==> src/rtl/alc_pkg.sv <==
package alc_pkg;

  localparam int SEL_W = 4;

  typedef enum logic [1:0] {
    LVL_BELOW = 2'd0,
    LVL_EQUAL = 2'd1,
    LVL_ABOVE = 2'd2
  } lvl_e;

  // Samples per gain step: base doubled per rate code, quartered when fast.
  function automatic logic [31:0] step_period(input logic [31:0] base,
                                              input logic [SEL_W-1:0] sel,
                                              input logic [SEL_W-1:0] sel_max,
                                              input logic fast);
    logic [SEL_W-1:0] s;
    logic [31:0] p;
    s = (sel > sel_max) ? sel_max : sel;
    p = base << s;
    if (fast) p = p >> 2;
    if (p == 32'd0) p = 32'd1;
    return p;
  endfunction

  // Below-target samples to wait before gain may rise.
  function automatic logic [31:0] hold_length(input logic [31:0] base,
                                              input logic [SEL_W-1:0] sel,
                                              input logic fast);
    logic [31:0] h;
    if (fast || sel == '0) h = 32'd0;
    else h = base << (sel - 1'b1);
    return h;
  endfunction

endpackage

==> src/rtl/alc_level_cmp.sv <==
module alc_level_cmp
  import alc_pkg::*;
#(
  parameter int PEAK_W = 16
) (
  input  logic [PEAK_W-1:0] peak_mag,
  input  logic [SEL_W-1:0]  target_sel,
  output lvl_e              level
);

  localparam int PW = PEAK_W + 9;

  logic [PW-1:0]     frac;
  logic [PW-1:0]     scaled;
  logic [PW-1:0]     prod;
  logic [PEAK_W-1:0] target;

  // 1.5 dB sub-steps inside one 6 dB octave, Q8 fractions.
  always_comb begin
    case (target_sel[1:0])
      2'd0:    frac = PW'(256);
      2'd1:    frac = PW'(215);
      2'd2:    frac = PW'(181);
      default: frac = PW'(153);
    endcase
    scaled = (PW'(1) << (PEAK_W - 1)) >> target_sel[SEL_W-1:2];
    prod   = scaled * frac;
    target = PEAK_W'(prod >> 8);
  end

  always_comb begin
    if (peak_mag > target)       level = LVL_ABOVE;
    else if (peak_mag == target) level = LVL_EQUAL;
    else                         level = LVL_BELOW;
  end

endmodule

==> src/rtl/alc_step_timer.sv <==
module alc_step_timer #(
  parameter int CNT_W = 24
) (
  input  logic             clk,
  input  logic             rst_n,
  input  logic             clr,
  input  logic             adv,
  input  logic [CNT_W-1:0] period,
  output logic             tick
);

  logic [CNT_W-1:0] cnt_q;
  logic [CNT_W-1:0] cnt_d;
  logic             cnt_en;

  assign tick   = adv && !clr && (cnt_q >= period - 1'b1);
  assign cnt_en = clr || adv;

  always_comb begin
    cnt_d = cnt_q;
    if (clr)       cnt_d = '0;
    else if (tick) cnt_d = '0;
    else if (adv)  cnt_d = cnt_q + 1'b1;
  end

  always_ff @(posedge clk or negedge rst_n) begin
    if (!rst_n)      cnt_q <= '0;
    else if (cnt_en) cnt_q <= cnt_d;
  end

endmodule

==> src/rtl/alc_hold_timer.sv <==
module alc_hold_timer #(
  parameter int CNT_W = 24
) (
  input  logic             clk,
  input  logic             rst_n,
  input  logic             clr,
  input  logic             adv,
  input  logic [CNT_W-1:0] len,
  output logic             done
);

  logic [CNT_W-1:0] cnt_q;
  logic [CNT_W-1:0] cnt_d;
  logic             cnt_en;

  assign done   = (cnt_q >= len);
  assign cnt_en = clr || (adv && !done);

  always_comb begin
    cnt_d = cnt_q;
    if (clr)                cnt_d = '0;
    else if (adv && !done)  cnt_d = cnt_q + 1'b1;
  end

  always_ff @(posedge clk or negedge rst_n) begin
    if (!rst_n)      cnt_q <= '0;
    else if (cnt_en) cnt_q <= cnt_d;
  end

endmodule

==> src/rtl/alc_gain_loop.sv <==
module alc_gain_loop
  import alc_pkg::*;
#(
  parameter int PEAK_W      = 16,
  parameter int GAIN_W      = 6,
  parameter int CNT_W       = 24,
  parameter int HOLD_BASE   = 128,
  parameter int DECAY_BASE  = 16,
  parameter int ATTACK_BASE = 4,
  parameter int RATE_MAX    = 10
) (
  input  logic              clk,
  input  logic              rst_n,
  input  logic              alc_en,
  input  logic              limiter_mode,
  input  logic              sample_stb,
  input  logic [PEAK_W-1:0] peak_mag,
  input  logic [SEL_W-1:0]  target_sel,
  input  logic [GAIN_W-1:0] max_gain,
  input  logic [GAIN_W-1:0] min_gain,
  input  logic [SEL_W-1:0]  hold_sel,
  input  logic [SEL_W-1:0]  decay_sel,
  input  logic [SEL_W-1:0]  attack_sel,
  input  logic [GAIN_W-1:0] manual_gain,
  output logic [GAIN_W-1:0] gain_code
);

  localparam logic [SEL_W-1:0] RATE_LIM = SEL_W'(RATE_MAX);

  lvl_e              level;
  logic              smp_above;
  logic              smp_below;
  logic              loop_off;
  logic [CNT_W-1:0]  atk_period;
  logic [CNT_W-1:0]  dcy_period;
  logic [CNT_W-1:0]  hold_len;
  logic              atk_tick;
  logic              dcy_tick;
  logic              hold_done;
  logic [GAIN_W-1:0] gain_q;
  logic [GAIN_W-1:0] gain_d;
  logic [GAIN_W-1:0] gain_cl;
  logic              gain_en;

  alc_level_cmp #(.PEAK_W(PEAK_W)) u_cmp (
    .peak_mag   (peak_mag),
    .target_sel (target_sel),
    .level      (level)
  );

  assign loop_off  = !alc_en;
  assign smp_above = alc_en && sample_stb && (level == LVL_ABOVE);
  assign smp_below = alc_en && sample_stb && (level == LVL_BELOW);

  assign atk_period = CNT_W'(step_period(32'(ATTACK_BASE), attack_sel, RATE_LIM, limiter_mode));
  assign dcy_period = CNT_W'(step_period(32'(DECAY_BASE),  decay_sel,  RATE_LIM, limiter_mode));
  assign hold_len   = CNT_W'(hold_length(32'(HOLD_BASE), hold_sel, limiter_mode));

  alc_step_timer #(.CNT_W(CNT_W)) u_attack (
    .clk    (clk),
    .rst_n  (rst_n),
    .clr    (loop_off || smp_below),
    .adv    (smp_above),
    .period (atk_period),
    .tick   (atk_tick)
  );

  alc_hold_timer #(.CNT_W(CNT_W)) u_hold (
    .clk   (clk),
    .rst_n (rst_n),
    .clr   (loop_off || smp_above),
    .adv   (smp_below),
    .len   (hold_len),
    .done  (hold_done)
  );

  alc_step_timer #(.CNT_W(CNT_W)) u_decay (
    .clk    (clk),
    .rst_n  (rst_n),
    .clr    (loop_off || smp_above),
    .adv    (smp_below && hold_done),
    .period (dcy_period),
    .tick   (dcy_tick)
  );

  // Ceiling first, then floor: the floor wins if limits cross.
  always_comb begin
    gain_cl = (gain_q > max_gain) ? max_gain : gain_q;
    gain_cl = (gain_cl < min_gain) ? min_gain : gain_cl;
  end

  assign gain_en = loop_off || atk_tick || dcy_tick;

  always_comb begin
    gain_d = gain_q;
    if (loop_off) begin
      gain_d = manual_gain;
    end else if (atk_tick) begin
      gain_d = (gain_cl > min_gain) ? gain_cl - 1'b1 : gain_cl;
    end else if (dcy_tick) begin
      gain_d = (gain_cl < max_gain) ? gain_cl + 1'b1 : gain_cl;
    end
  end

  always_ff @(posedge clk or negedge rst_n) begin
    if (!rst_n)       gain_q <= '0;
    else if (gain_en) gain_q <= gain_d;
  end

  assign gain_code = alc_en ? gain_cl : manual_gain;

endmodule

==> config.mk <==
export PLATFORM = sky130hd
export DESIGN_NAME = alc_gain_loop
export DESIGN_NICKNAME = d
export VERILOG_FILES = /design/src/rtl/alc_pkg.sv /design/src/rtl/alc_level_cmp.sv /design/src/rtl/alc_step_timer.sv /design/src/rtl/alc_hold_timer.sv /design/src/rtl/alc_gain_loop.sv
export SDC_FILE = /design/constraint.sdc
export NUM_CORES = 1
export LEC_CHECK = 0
export BUFFER_PORTS_ARGS = -buffer_cell sky130_fd_sc_hd__buf_2
export CAP_MARGIN = 20
export CORE_ASPECT_RATIO = 0.5
export CORE_UTILIZATION = 40
export CTS_CLUSTER_SIZE = 16
export DETAILED_ROUTE_END_ITERATION = 7
export PLACE_DENSITY = 0.69
export SETUP_SLACK_MARGIN = 0.02
export SKIP_LAST_GASP = 1
export SYNTH_ARGS = -nofsm -noshare
export SYNTH_HDL_FRONTEND = slang
export SYNTH_SLANG_ARGS = --single-unit
export TNS_END_PERCENT = 100
==> constraint.sdc <==
create_clock -name clk -period 10.5 [get_ports clk]
set_input_delay 1.575 -clock clk [delete_from_list [all_inputs] [get_ports clk]]
set_output_delay 1.575 -clock clk [all_outputs]
set_load 0.005 [all_outputs]
# Yosys cells after proc, flatten, opt, wreduce, memory -nomap -nowiden
# Index checks and enable logic that the tools add are counted.
[word_totals]
word_cells = 91
output_inout_bits = 6
inputBits = 55
mem_bits_rw = 0
mem_count = 0
mem_bits_ro = 0
regBits = 78
latchBits = 0
[op_classes]
order_cmp = 10
mux = 26
n_bitwise = 0
multipliers = 1
n_eq_ne = 5
addsub = 8
shifts = 4
div_mod_pow = 0
n_reduce_logical = 33
[op_table]
columns = ["operator", "n"]
rows = [
  ["two-way mux 24 bit", 11],
  ["adder 24 x 1 -> 24 bit (second input constant)", 3],
  [">= comparator 24 bit", 3],
  ["logical NOT 32 bit", 2],
  ["two-way mux 32 bit", 2],
  ["two-way mux 6 bit", 8],
  ["subtractor 24 x 1 -> 24 bit (second input constant)", 2],
  ["<< shifter 3 x 4 -> 32 bit (first input constant)", 1],
  ["<< shifter 5 x 4 -> 32 bit (first input constant)", 1],
  ["one-hot mux 9 bit (3 select lines)", 1],
  ["multiplier 25 x 9 -> 24 bit", 1],
  [">> shifter 16 x 2 -> 25 bit (first input constant)", 1],
  ["<< shifter 8 x 4 -> 24 bit (first input constant)", 1],
  ["equality test 16 bit", 1],
  ["> comparator 16 bit", 1],
  ["> comparator 6 bit", 2],
  ["< comparator 6 bit", 2],
  ["logical AND 1 bit", 9],
  ["> comparator 4 bit (second input constant)", 2],
  ["logical OR 1 bit", 8],
  ["two-way mux 4 bit", 2],
  ["AND reduction 2 bit", 4],
  ["adder 6 x 1 -> 6 bit (second input constant)", 1],
  ["nonzero test 3 bit", 2],
  ["other kinds (11)", 16],
]

# Longest topological paths before layout
# Gate-level depths: netlist (run 1).
[logic_depth]
word_depth = 15
depth_mapped = 30
ltp_nobuf = 29

# Hierarchy
# From an unflattened synthesis (run 1), not the netlist that was laid out.
[hier_totals]
hier_cells = 1277
area_unflattened_um2 = 10364.9
[modules_own_cells]
columns = ["module", "area_each_um2", "n_inst", "seq_area_each_um2", "cells_per_inst"]
rows = [
  ["alc_step_timer at u_decay", 2327.2, 1, 600.6, 276],
  ["alc_step_timer at u_attack", 2252.2, 1, 600.6, 274],
  ["alc_gain_loop", 2180.8, 1, 150.1, 315],
  ["alc_hold_timer", 2108.3, 1, 600.6, 241],
  ["alc_level_cmp", 1496.4, 1, 0.0, 171],
]

# Least setup slack after synthesis (run 1)
# No wires, ideal clock.
[synth_timing]
path_kind = "input-to-reg"
from = "input port target_sel[3]"
to = "register u_hold.cnt_q[22]"
path_buffers = 2
arrival_time_ps = 7308
setup_slack_ps = 3060
path_stages = 29
path_cell_list = "clkbuf_1 nor2b_1 and2_1 ha_1 inv_1 fa_1 inv_1 ha_1 inv_1 fa_1 inv_1 ha_1 a21o_1 a21oi_1 o21bai_1 a21oi_1 o21bai_1 a21oi_1 xnor2_1 ha_1 nand4_1 o311ai_1 or3_1 a211oi_4 nand4_1 buf_2 nor4_2 xnor2_1 nor2_1"
[synth_between]
elab_chain_len = 10
word_cells_on_any_way = 16
[synth_rtl]
columns = ["element", "line_no", "rtl"]
rows = [
  ["start, declared", "alc_gain_loop.sv:18", "input logic [SEL_W-1:0] target_sel,"],
  [">> shifter 16 x 2 -> 25 bit *", "alc_level_cmp.sv:26", "scaled = (PW'(1) << (PEAK_W - 1)) >> target_sel[SEL_W-1:2];"],
  ["multiplier 25 x 9 -> 24 bit *", "alc_level_cmp.sv:27", "prod = scaled * frac;"],
  ["parallel branches: the longest is 2 deep, another holds > comparator 16 bit", "-", ""],
  ["two-way mux 2 bit *", "alc_level_cmp.sv:32", "if (peak_mag > target) level = LVL_ABOVE;"],
  ["equality test 2 bit / logical NOT 2 bit (equally long branches)", "alc_gain_loop.sv:52, alc_gain_loop.sv:53", ""],
  ["logical AND 1 bit (on tied branches)", "alc_gain_loop.sv:52, alc_gain_loop.sv:53", ""],
  ["logical OR 1 bit / logical AND 1 bit (equally long branches)", "alc_gain_loop.sv:71, alc_hold_timer.sv:17, alc_hold_timer.sv:22", ""],
  ["nonzero test 2 bit (no source line) / logical OR 1 bit (equally long branches)", "-", ""],
  ["AND reduction 2 bit (no source line)", "-", ""],
  ["end signal, assigned", "alc_hold_timer.sv:27", "else if (cnt_en) cnt_q <= cnt_d;"],
  ["end, declared", "alc_hold_timer.sv:12", "logic [CNT_W-1:0] cnt_q;"],
]
# Mark *: on every way between the ends.
# A chain may end at the register's enable or synchronous reset.

# Final worst setup path (run 1)
[layout_timing]
from = "input port target_sel[0]"
to = "register u_attack.cnt_q[10]"
[layout_between]
elab_chain_len = 14
word_cells_on_any_way = 22
[layout_rtl]
columns = ["element", "line_no", "rtl"]
rows = [
  ["equality test 2 bit, or another cell as far along", "alc_level_cmp.sv:20", "case (target_sel[1:0])"],
  ["one-hot mux 9 bit (3 select lines) *", "alc_level_cmp.sv:20", ""],
  ["multiplier 25 x 9 -> 24 bit *", "alc_level_cmp.sv:27", ""],
  ["parallel branches: the longest is 2 deep, another holds > comparator 16 bit", "-", ""],
  ["two-way mux 2 bit *", "alc_level_cmp.sv:32", ""],
  ["logical NOT 2 bit", "alc_gain_loop.sv:53", "assign smp_below = alc_en && sample_stb && (level == LVL_BELOW);"],
  ["logical AND 1 bit", "alc_gain_loop.sv:53", ""],
  ["logical OR 1 bit", "alc_gain_loop.sv:62", ".clr (loop_off || smp_below),"],
  ["logical NOT 1 bit", "alc_step_timer.sv:16", "assign tick = adv && !clr && (cnt_q >= period - 1'b1);"],
  ["logical AND 1 bit (2 in series)", "alc_step_timer.sv:16", ""],
  ["nonzero test 3 bit (no source line) / two-way mux 24 bit (equally long branches)", "-", ""],
  ["AND reduction 2 bit (no source line) / two-way mux 24 bit (equally long branches)", "-", ""],
  ["end signal, assigned", "alc_step_timer.sv:28", "else if (cnt_en) cnt_q <= cnt_d;"],
  ["end, declared", "alc_step_timer.sv:12", "logic [CNT_W-1:0] cnt_q;"],
]
# Marks and branches as above.

==> results.ini, run 1 <==
[min_path]
hold_path.class=flop to flop

[grt]
grt.overflow.total=0
grt_max_degree=79
grt.total_usage_pct=19.66
grt_pass1_vias=7653
grt_pass1_wl_um=36430
antenna_found_initial=0

[floorplan]
core_sq_mm=0.02097
dieWidth_um=210.9
die_area_sq_mm=0.02245
row_count=37
fp.dieH_um=106.5
io_pins=61
initial_core_util_pct=41.62

[worst_setup_path]
reg2reg_depth=21
path_common_cell=inv_1
crit_slowest_cell=or4b_2
r2r_setup_slack_ps=4030
reg2reg_to=gain_q[4]
critPathKind=input pin to flop
worstPathMaxFanout=34
cp_slowest_stage_delay_ps=840
critPathLaunch=target_sel[0]
required_ps=10780
crit-reg2reg-launch=gain_q[3]
crit_path_end_kind=flop
critPathCapture=u_attack.cnt_q[10]
arrival_ps=8780
start_kind=input pin

[logic_synthesis]
avgSynthCellArea_sq_um=8.203
ys.flop_type=dfrtp_1
synthCells=1064
yosysSeqAreaShare_pct=22.36
ys_warn_count=0
async_reset_ff_share_pct=100.0
synth_edf_count=0
ys_ff_latch=78
yosys.cell_types.count=88
synth_area_sq_mm=0.008728

[detailed_routing]
antenna_left=0
vias=7905
drt-pass1-iter-count=5
wl_per_cell_um=14.93
drtIter0Drc=512
drt_wl_total_um=21110
viasPerCell=5.591
drc=0

[clocking]
clk_latency_ps=340
clock-sinks=78
cts_hold_buf=0
cts_max_path_buffers=2
h-tree-depth=3
cts_setup_buffers=0
cts_tree=done
ctsResizeCount=0
cts_root_buffer=clkbuf_16
cts_buffers=9
clk_pin_slew_ps=60

[sta]
period_share_pct=80.98
whs_ps=498.8
finalCriticalPeriod_ps=8503
drv_slew=0
setup_viol=0
slew_headroom_pct=37.84
clock_skew_ps=6.676
fmax_mhz=117.6
finalSetupTns_ps=0
hold_viol=0
rsz0062_at_grt=false
worstMarginPinSlew_ps=930.1

[job]
drv_cap=0

[pwr]
vdd_drop_max_v=0.00006073
p_per_area_mw_per_mm2=107.4
leakage_uw=0.004480

[layout]
drive_gt1_share_pct=10.52
final_common_cell=ha_1
antenna_cells=0
final_cell_mix=ha_1 (142), nand2_1 (107), o21ai_0 (85)
final_cell_area_sq_mm=0.009602
syn_to_final_growth_pct=10.01
nNetsFinal=1330

[placed_design]
placed_area_sq_mm=0.009318
hpwl_um=16450
routabilityCongestion=0.9357
io_buffers=60

[outcome]
status=complete, no violations

-- synth_stat cells, drive strengths merged, types with 14 or more instances --
cell type  number  area, sq um
a21oi          59        299.0
and2           16        102.6
and3           24        151.4
clkbuf         31        116.4
dfrtp          78         1952
fa             14        280.3
ha            142         1777
inv            84        315.3
nand2         107        401.6
nand3          49        245.2
nand4          22        137.6
nor2           74        277.8
nor2b          22        140.1
nor3           21        105.1
o21ai          87        435.4
o31ai          17        127.6
xnor2          27        236.5
-- cell type report --
class	count	area (sq um)
well taps	292	365.4
multi-input cells	883	6367
flip-flops and latches	78	1952
inverters	84	315.3
fillers	2042	11370
clock inverters	2	10.01
clock buffers	12	246.5
repair buffers	63	345.3
-- how the worst min path moves through the flow --
stage                           from          endpoint  slack, ps  cells past startpoint
global route        u_hold.cnt_q[23]  u_hold.cnt_q[23]        550                      2
global placement    u_hold.cnt_q[23]  u_hold.cnt_q[23]        500                      2
floorplan           u_hold.cnt_q[23]  u_hold.cnt_q[23]        460                      2
CTS                 u_hold.cnt_q[23]  u_hold.cnt_q[23]        500                      2
detailed placement  u_hold.cnt_q[23]  u_hold.cnt_q[23]        490                      2
finish              u_hold.cnt_q[23]  u_hold.cnt_q[23]        500                      2
-- sequential cells by signal, summed over array words and instances, names as in the netlist --
| name | cells |
|---|---|
| u_hold.cnt_q | 24 |
| gain_q | 6 |
| u_attack.cnt_q | 24 |
| u_decay.cnt_q | 24 |
-- critical path: cells and delay by family --
kind	cells	cell delay (ps)
xor+xnor	1	90
fa+ha+maj	7	2280
buf+inv	7	470
simple gates	7	2830
compound gates	7	1490
-- power by group --
part	total (uW)	internal (uW)	switching (uW)
Combinational	434	185	250
Clock	280	163	117
Sequential	317	309	7.73
Total	1030	657	375
-- layer usage --
metal | part of all wire (%) | global-route usage, % | vias up
met5 | 0 | 0 | -
met4 | 1.1 | 5.176 | 0
met3 | 4.2 | 2.688 | 19
met2 | 45 | 31.73 | 184
met1 | 50 | 27.49 | 3747
li1 | - | - | 3955
-- through the flow --
step / worst slack [ps] / utilization (%) / power, uW / cells
after CTS: 2036 / 45.65 / 1030 / 1413
final: 1997 / 45.78 / 1031 / 1414
after floorplan: 3060 / - / 640.7 / 1080
after detailed placement: 1720 / 44.43 / 745.6 / 1399
after global placement: 1905 / 44.43 / 729.9 / 1399
after global routing: 1375 / 45.78 / 1099 / 1414
-- logic make-up after synthesis --
family,count (synthesis),synth area share (%)
flops,78,22.36
xor+xnor,34,3.412
mux,17,2.208
fa+ha+maj,156,23.57
other cells,2,0.08604
compound gates,260,19.78
simple gates,398,23.21
buf+inv,119,5.375
Note: power is estimated with default switching activity, not from simulation.
==> inputs of run 2 (changes only) <==
==> constraint.sdc (replaced) <==
create_clock -name clk -period 8.8 [get_ports clk]
set_input_delay 1.32 -clock clk [delete_from_list [all_inputs] [get_ports clk]]
set_output_delay 1.32 -clock clk [all_outputs]
set_load 0.005 [all_outputs]
==> run 2 against run 1 <==
Against the previous run: register-to-register slack worse by 1900 ps; critical endpoint is now u_hold.cnt_q[18]; clock power is 31% higher; hold slack better by 24 ps; routed wire length is 0.72% higher; sequential share of layout area is 0.15 points lower; utilization is 0.33 points higher; clock skew is 1.4 ps higher.
==> results.ini, run 2 (same netlist as run 1, synthesis figures left out) <==
[outcome]
status=complete, no violations

[clocking]
cts_setup_buffers=0
h-tree-depth=3
clock-sinks=78
cts_max_path_buffers=2
clk_latency_ps=340
clk_pin_slew_ps=60
ctsResizeCount=0
cts_hold_buf=0
cts_buffers=9
cts_tree=done
cts_root_buffer=clkbuf_16

[worst_setup_path]
arrival_ps=7970
required_ps=9020
crit-reg2reg-launch=gain_q[3]
r2r_setup_slack_ps=2140
crit_path_end_kind=flop
critPathKind=input pin to flop
reg2reg_to=gain_q[4]
start_kind=input pin
reg2reg_depth=21
worstPathMaxFanout=12

[placed_design]
dp_slack_ps=662.1
routabilityCongestion=0.9492
hpwl_um=16620
placed_area_sq_mm=0.009348
io_buffers=60

[detailed_routing]
vias=8004
viasPerCell=5.629
antenna_left=0
drt-met1-wl_um=10330
met3WireLength_um=991
drc=0
highest-signal-layer=met5
drtIter0Drc=429
drt-pass1-iter-count=4
wl_met2_um=9643
wl_per_cell_um=14.96
drt_wl_total_um=21270

[layout]
syn_to_final_growth_pct=10.81
final_cell_mix=ha_1 (142), nand2_1 (107), o21ai_0 (85)
top_regs=u_attack.cnt_q x24, u_decay.cnt_q x24, u_hold.cnt_q x24
final_cell_area_sq_mm=0.009672
nNetsFinal=1334
final_common_cell=ha_1
drive_gt1_share_pct=11.09

[grt]
grt.total_usage_pct=19.74
grt_pass1_vias=7733
antenna_found_initial=4
grt_pass1_wl_um=36300
grt.overflow.total=0
grt_max_degree=79

[pwr]
leakage_uw=0.004507
combPwrFrac_pct=41.2
power.internal_uw=807.1
pwr-share-seq_pct=29.8
vdd_drop_max_v=0.00009110
p_switching_uw=459.1
swShare_pct=36.26
p_clk_share_pct=29.0
p_per_area_mw_per_mm2=130.9

[min_path]
hold_path.class=flop to flop
min_from=u_hold.cnt_q[23]
whs_path_depth=2
hold_end=u_hold.cnt_q[23]

[floorplan]
die_area_sq_mm=0.02245
io_pins=61
row_count=37
fp.dieH_um=106.5
initial_core_util_pct=41.62
dieWidth_um=210.9
core_sq_mm=0.02097

[job]
drv_cap=0

[sta]
worstMarginPinSlew_ps=995.9
clock_skew_ps=8.029
worst_slack_ps=1045
fmax_mhz=128.9
drv_slew=0
period_share_pct=88.13
finalCriticalPeriod_ps=7755
finalSetupTns_ps=0
setup_viol=0
hold_viol=0
slew_headroom_pct=33.60
rsz0062_at_grt=false

[run 2: area by class of cell]
type | count | area (sq um)
Inverter | 84 | 315.3
Clock buffer | 9 | 225.2
Antenna cell | 3 | 7.507
Clock inverter | 6 | 63.81
Multi-Input combinational cell | 883 | 6367
Fill cell | 1993 | 11300
Sequential cell | 78 | 1952
Tap cell | 292 | 365.4
Timing Repair Buffer | 67 | 375.4
[run 2: metrics by stage]
| stage | hold WS [ps] | total power [uW] | util (%) | std cells |
|---|---|---|---|---|
| 2_1_floorplan | 463.6 | 764.4 | - | 1080 |
| 3_3_place_gp | 500.4 | 874.3 | 44.57 | 1403 |
| 3_5_place_dp | 507.3 | 896.7 | 44.57 | 1403 |
| 4_1_cts | 524.7 | 1272 | 45.95 | 1418 |
| 5_1_grt | 559.1 | 1352 | 46.11 | 1421 |
| 6_report | 522.7 | 1266 | 46.12 | 1422 |
[run 2: routing by layer]
metal / vias to the layer above / track usage (%)
li1: 3963 / -
met1: 3834 / 25.97
met2: 176 / 33.07
met3: 29 / 3.781
met4: 2 / 5.331
met5: - / 0
[run 2: power groups by stage]
stage / Sequential (uW) / Combinational [uW] / Clock [uW]
2_1_floorplan: 381 / 384 / 0
5_1_grt: 378 / 581 / 393
3_5_place_dp: 384 / 513 / 0
3_3_place_gp: 384 / 490 / 0
6_report: 378 / 521 / 367
4_1_cts: 377 / 517 / 378
[run 2: worst max path at each step]
stage / from / to / slack [ps]
after global routing: target_sel[0] / u_hold.cnt_q[20] / 590
after CTS: target_sel[0] / u_hold.cnt_q[18] / 1020
final: target_sel[0] / u_hold.cnt_q[18] / 1040
after floorplan: target_sel[3] / u_hold.cnt_q[22] / 1620
after global placement: target_sel[0] / u_hold.cnt_q[20] / 960
after detailed placement: target_sel[0] / u_hold.cnt_q[18] / 660
[run 2: critical path, stage by stage]
cell	delay [ps]
buf_2	100
inv_1	70
ha_1	230
nor3_1	490
fa_1	520
ha_1	290
ha_1	130
inv_1	50
fa_1	490
inv_1	40
ha_1	210
fa_1	410
a21o_1	170
a21oi_1	220
o21bai_1	100
a21oi_1	180
xor2_1	160
ha_1	270
nand4_1	140
o311ai_1	240
or3_1	540
a211oi_4	390
nand4_1	470
nor4_1	490
xnor2_1	170
nor2_1	60
